[src/rtl/img_write_port.sv]
module img_write_port #(
  parameter int DATA_W  = 16,
  parameter int DEPTH   = 8,
  parameter int NUM_FMT = 3,
  parameter int NUM_PAR = 2,
  parameter int PAR_W   = 12,
  localparam int CNT_W  = $clog2(DEPTH + 1),
  localparam int FID_W  = (NUM_FMT > 1) ? $clog2(NUM_FMT) : 1,
  localparam int SEL_W  = $clog2(NUM_PAR + 2)
) (
  input  logic                     clk,
  input  logic                     rst,
  input  logic                     wr_valid,
  input  logic [DATA_W-1:0]        wr_data,
  input  logic                     wr_eol,
  input  logic                     wr_eof,
  output logic                     full,
  output logic [CNT_W-1:0]         fill_cnt,
  output logic                     overflow,
  output logic                     proto_err,
  output logic                     rd_valid,
  input  logic                     rd_ready,
  output logic [DATA_W-1:0]        rd_data,
  output logic [1:0]               rd_tag,
  input  logic                     cfg_we,
  input  logic [SEL_W-1:0]         cfg_sel,
  input  logic [PAR_W-1:0]         cfg_wdata,
  output logic [NUM_PAR*PAR_W-1:0] par_data,
  output logic [NUM_PAR-1:0]       par_upd,
  output logic [FID_W-1:0]         fmt_id,
  output logic                     proc_reset,
  output logic                     proc_enable
);
  localparam int AW = (DEPTH > 1) ? $clog2(DEPTH) : 1;
  localparam int WW = DATA_W + 2;

  logic [WW-1:0] mem [DEPTH];
  logic [AW-1:0] wptr, rptr;
  logic          push, pop, marker;
  logic [1:0]    wtag;

  assign full     = (fill_cnt == CNT_W'(DEPTH));
  assign rd_valid = (fill_cnt != '0);
  assign push     = wr_valid && !full;
  assign pop      = rd_valid && rd_ready;
  assign marker   = wr_eol || wr_eof;
  assign wtag     = {wr_eol && wr_eof, marker};
  assign rd_tag   = mem[rptr][WW-1 -: 2];
  assign rd_data  = mem[rptr][DATA_W-1:0];

  always_ff @(posedge clk) begin
    if (push) mem[wptr] <= {wtag, marker ? DATA_W'(0) : wr_data};
  end

  always_ff @(posedge clk) begin
    if (rst) begin
      wptr      <= '0;
      rptr      <= '0;
      fill_cnt  <= '0;
      overflow  <= 1'b0;
      proto_err <= 1'b0;
    end else begin
      if (push) wptr <= (wptr == AW'(DEPTH - 1)) ? '0 : wptr + 1'b1;
      if (pop)  rptr <= (rptr == AW'(DEPTH - 1)) ? '0 : rptr + 1'b1;
      if (push && !pop)      fill_cnt <= fill_cnt + 1'b1;
      else if (pop && !push) fill_cnt <= fill_cnt - 1'b1;
      if (wr_valid && full)             overflow  <= 1'b1;
      if (wr_valid && wr_eof && !wr_eol) proto_err <= 1'b1;
    end
  end

  for (genvar i = 0; i < NUM_PAR; i++) begin : g_par
    always_ff @(posedge clk) begin
      if (rst) begin
        par_data[i*PAR_W +: PAR_W] <= '0;
        par_upd[i]                 <= 1'b0;
      end else begin
        par_upd[i] <= cfg_we && (cfg_sel == SEL_W'(i));
        if (cfg_we && (cfg_sel == SEL_W'(i))) par_data[i*PAR_W +: PAR_W] <= cfg_wdata;
      end
    end
  end

  always_ff @(posedge clk) begin
    if (rst) begin
      fmt_id      <= '0;
      proc_reset  <= 1'b0;
      proc_enable <= 1'b0;
    end else if (cfg_we) begin
      if (cfg_sel == SEL_W'(NUM_PAR) && cfg_wdata < PAR_W'(NUM_FMT))
        fmt_id <= cfg_wdata[FID_W-1:0];
      if (cfg_sel == SEL_W'(NUM_PAR + 1)) begin
        proc_reset  <= cfg_wdata[0];
        proc_enable <= cfg_wdata[1];
      end
    end
  end
endmodule

[config.mk]
export PLATFORM = sky130hd
export DESIGN_NAME = img_write_port
export DESIGN_NICKNAME = d
export VERILOG_FILES = /design/src/rtl/img_write_port.sv
export SDC_FILE = /design/constraint.sdc
export NUM_CORES = 1
export LEC_CHECK = 0
export BUFFER_PORTS_ARGS = -buffer_cell sky130_fd_sc_hd__buf_2
export CAP_MARGIN = 25
export CORE_MARGIN = 2
export CORE_UTILIZATION = 30
export DETAILED_ROUTE_END_ITERATION = 10
export PLACE_DENSITY = 0.45
export SLEW_MARGIN = 15
export SYNTH_ARGS = -nofsm -noshare
export SYNTH_HDL_FRONTEND = slang
export SYNTH_SLANG_ARGS = --single-unit
[constraint.sdc]
create_clock -name clk -period 7.32 [get_ports clk]
set_input_delay 1.098 -clock clk [delete_from_list [all_inputs] [get_ports clk]]
set_output_delay 1.098 -clock clk [all_outputs]
set_load 0.02 [all_outputs]
==> results.json <==
{
  "status": "completed",
  "buffer_ports.inserted": 92,
  "clock_tree.root_cell": "sky130_fd_sc_hd__clkbuf_16",
  "crit-reg2reg-capture": "fill_cnt[3]$_SDFFE_PP0P_",
  "synth_top_flop_cell": "sky130_fd_sc_hd__edfxtp_1",
  "main_combinational_cell_family_by_area_after_synthesis": "multiplexers",
  "ys_seq_elements": 189,
  "synthesis.instances": 434,
  "synthesis.nets": 479,
  "cellInternalPower_mw": 1.98,
  "ant_nets": 0,
  "drt_wl_total_um": 15200,
  "grt_remaining_overflow": 0,
  "final.min_clock_period_ns": 3.50,
  "via_per_inst": 4.58,
  "fin_nets": 582,
  "syn-mean-instance-area_um2": 17.2,
  "reg2reg_setup_slack_ns": 4.35,
  "crit-reg2reg-launch": "fill_cnt[0]$_SDFFE_PP0P_",
  "max-cap-violations": 0,
  "first_global_vias": 4112,
  "vias": 3999,
  "power.density_nw_per_um2": 301,
  "synth_simple_gate_area_share": 0.0720,
  "yosys-top-cells-area": "sky130_fd_sc_hd__edfxtp_1 (58%), sky130_fd_sc_hd__mux4_1 (13%), sky130_fd_sc_hd__dfxtp_1 (12%), sky130_fd_sc_hd__mux2_2 (2.9%), sky130_fd_sc_hd__mux2i_1 (2.0%)",
  "p_sw_mw": 0.716,
  "worst_path_dominant_cell_family": "multiplexers",
  "tritoncts_buffers": 17,
  "post-dp-hpwl_um": 9170,
  "globalRouteTotalUtil": 0.120,
  "startpoint_to_endpoint_class_of_the_critical_path": "reg -> out",
  "endpoint_kind": "output pin",
  "min_from": "par_data[16]$_SDFFE_PP0P_",
  "worstPathCellList": "buf_12 > mux4_1 > mux2_2 > buf_2",
  "power.switching_fraction": 0.266,
  "synth-async-reset-ratio": 0,
  "htree_num_levels": 4,
  "routed_wire_length_per_instance_um": 17.4,
  "worst_path_max_delay_cell": "sky130_fd_sc_hd__dfxtp_2",
  "seq_power_share": 0.469,
  "floorplan.rows": 57,
  "min_to": "par_data[16]$_SDFFE_PP0P_",
  "detailedRoute.firstPassIterationCount": 4,
  "ctsResizeCount": 0,
  "share_clk_of_total_power": 0.330,
  "wire_length_of_the_first_global_routing_pass_um": 23300,
  "synthDominantAreaCellType": "sky130_fd_sc_hd__edfxtp_1",
  "reg2reg_depth": 10,
  "route.detailed.drc": 0,
  "die-width_um": 162,
  "synth_cell_types": 34,
  "slew_viol_final": 0,
  "vdd.ir_drop.worst_mv": 0.152,
  "comb_power_share": 0.201,
  "final.setup.tns_ns": 0,
  "clock_insertion_delay_worst_skew_ns": 0.42,
  "timing.final.hold_violations": 0,
  "fin_worst_skew_ns": 0.00988,
  "critPathMaxStageDelay_ns": 0.68,
  "setup-violations-final": 0,
  "clock.fmax_mhz": 285,
  "layout-area-overhead-vs-synth_pct": 19.6,
  "number_of_buffers_inserted_to_repair_setup_after_cts": 0,
  "worst-slew-pin-transition_ns": 0.887,
  "synth_compound_gate_area_share": 0.0194,
  "worst-endpoint-required_ns": 6.22,
  "synth.yosys.warnings": 0,
  "gpl.final_weighted_congestion": 0.703,
  "start_util": 0.306,
  "mappedNetlistArea_um2": 7470,
  "cts-root-to-sink-buffers": 2,
  "core_area_um2": 24400,
  "synth-edff-count": 144,
  "synth_seq_area_share": 0.699,
  "fp.dieArea_um2": 26200,
  "hold_path.class": "reg -> reg",
  "die_height_um": 162,
  "post_synth_mux_area_share": 0.175,
  "worst_setup_hold_path_clk_slew_ns": 0.07,
  "post-synth-top-area-fraction": 0.579,
  "placement.setup.worst_slack_ns": 4.05,
  "p_leak_nw": 3.23,
  "grt_antenna_before_repair": 0,
  "grt_setup_unrepaired": "no",
  "synth_xor_area_frac": 0.00234,
  "cts_tree": "done",
  "seq_area_um2": 5230,
  "worst_hold_path.num_cells": 2,
  "clkSinkCount": 189,
  "final_layout_size_suffix_gt1_frac": 0.299,
  "max-slew-margin-rel": 0.407,
  "worst_slack_ns": 3.82,
  "n_fill_cell": 2351,
  "initialDrtViolationCount": 143,
  "top_level_ports": 93,
  "grt_start_max_net_pins": 44,
  "num_antenna_cells": 0,
  "timing.hold.ws_ns": 0.462,
  "total_buffers_and_inverters_traversed_by_the_critical_path": 2,
  "worst-path-max-fanout": 20,
  "synthMostInstantiatedCell": "sky130_fd_sc_hd__edfxtp_1",
  "synth_fa_ha_area_frac": 0.0144,
  "critical_path_arrival_ns": 2.41,
  "synth_commonest_cells": "sky130_fd_sc_hd__edfxtp_1 (144), sky130_fd_sc_hd__dfxtp_1 (45), sky130_fd_sc_hd__nand2_1 (37)",
  "cts_hold_buffers": 0,
  "multi_input_area_um2": 2150,
  "crit_path_start_kind": "flip-flop",
  "finalCritPeriodShare": 0.479
}
worst max-delay path by stage:
stage	startpoint	to	depth (start not counted)
after floorplan	wr_valid	mem[0][0]$_DFFE_PP_	3
after global placement	flip-flop	rd_tag[1]	3
after detailed placement	wr_valid	fill_cnt[3]$_SDFFE_PP0P_	10
after CTS	flip-flop	rd_tag[0]	4
after global routing	flip-flop	rd_tag[0]	4
final	flip-flop	rd_data[11]	4
metal layers:
layer / track usage / up-vias / part of all wire
li1: - / 1899 / -
met1: 0.142 / 1987 / 0.43
met2: 0.207 / 102 / 0.51
met3: 0.0426 / 11 / 0.055
met4: 0.0366 / 0 / 0.0078
met5: 0 / - / 0
area by class of cell:
class,instances,share of cell area
well taps,324,0.0453
flip-flops and latches,189,0.585
clock inverters,12,0.0155
clock buffers,19,0.0484
multi-input cells,220,0.241
repair buffers,105,0.0638
inverters,4,0.00168
cell families after synthesis:
group	Yosys count
AO/OA/AOI/OAI	28
XOR/XNOR	2
adder cells (fa/ha/maj)	8
buffers and inverters	25
flip-flops	189
multiplexers	70
AND/OR/NAND/NOR	112
power by group through the flow:
stage          registers (mW)  clock network (mW)  logic, mW
6_report                 1.26               0.890      0.541
5_1_grt                  1.27               0.969      0.588
4_1_cts                  1.27               0.916      0.555
3_5_place_dp             1.29                   0      0.553
3_3_place_gp             1.31                   0      0.519
2_1_floorplan            1.28                   0      0.401
flip-flops by register name, summed over array words and instances (netlist names), 2 cells and up, named ones only:
name / flops
fill_cnt: 4
fmt_id: 2
wptr: 3
mem: 144
par_upd: 2
par_data: 24
rptr: 3
per-stage QoR:
step | cells | power, mW | util | cell area, µm²
CTS | 873 | 2.74 | 0.367 | 8940
floorplan | 434 | 1.68 | - | 7470
finish | 873 | 2.70 | 0.367 | 8940
detailed placement | 842 | 1.84 | 0.343 | 8370
global placement | 841 | 1.83 | 0.342 | 8350
global route | 873 | 2.83 | 0.367 | 8940
worst reg2reg max path: stages, from the launching register on:
cell,delay [ns]
sky130_fd_sc_hd__dfxtp_1,0.39
sky130_fd_sc_hd__nor4b_2,0.43
sky130_fd_sc_hd__nand2b_1,0.41
sky130_fd_sc_hd__inv_1,0.15
sky130_fd_sc_hd__ha_1,0.24
sky130_fd_sc_hd__inv_1,0.14
sky130_fd_sc_hd__ha_1,0.29
sky130_fd_sc_hd__a21oi_1,0.20
sky130_fd_sc_hd__a211oi_1,0.10
sky130_fd_sc_hd__a31oi_1,0.16
sky130_fd_sc_hd__mux2_2,0.35
cell usage in the layout (no fill, tap or decap), types with 3 or more instances in the layout:
cell type | Yosys | layout
sky130_fd_sc_hd__clkinv_4 | 0 | 3
sky130_fd_sc_hd__mux2i_1 | 15 | 15
sky130_fd_sc_hd__edfxtp_1 | 144 | 144
sky130_fd_sc_hd__nor2_1 | 30 | 27
sky130_fd_sc_hd__dfxtp_1 | 45 | 44
sky130_fd_sc_hd__nand3_1 | 7 | 7
sky130_fd_sc_hd__buf_4 | 0 | 12
sky130_fd_sc_hd__inv_1 | 4 | 4
sky130_fd_sc_hd__and2_1 | 17 | 17
sky130_fd_sc_hd__nor3_2 | 0 | 4
sky130_fd_sc_hd__mux4_1 | 36 | 36
sky130_fd_sc_hd__nand2_1 | 37 | 37
sky130_fd_sc_hd__nand2b_1 | 4 | 4
sky130_fd_sc_hd__clkbuf_16 | 0 | 17
sky130_fd_sc_hd__nor2_2 | 0 | 3
sky130_fd_sc_hd__mux2_2 | 19 | 19
sky130_fd_sc_hd__ha_1 | 7 | 7
sky130_fd_sc_hd__a21oi_1 | 23 | 23
sky130_fd_sc_hd__buf_2 | 3 | 92
(Power assumes the default switching activity.)
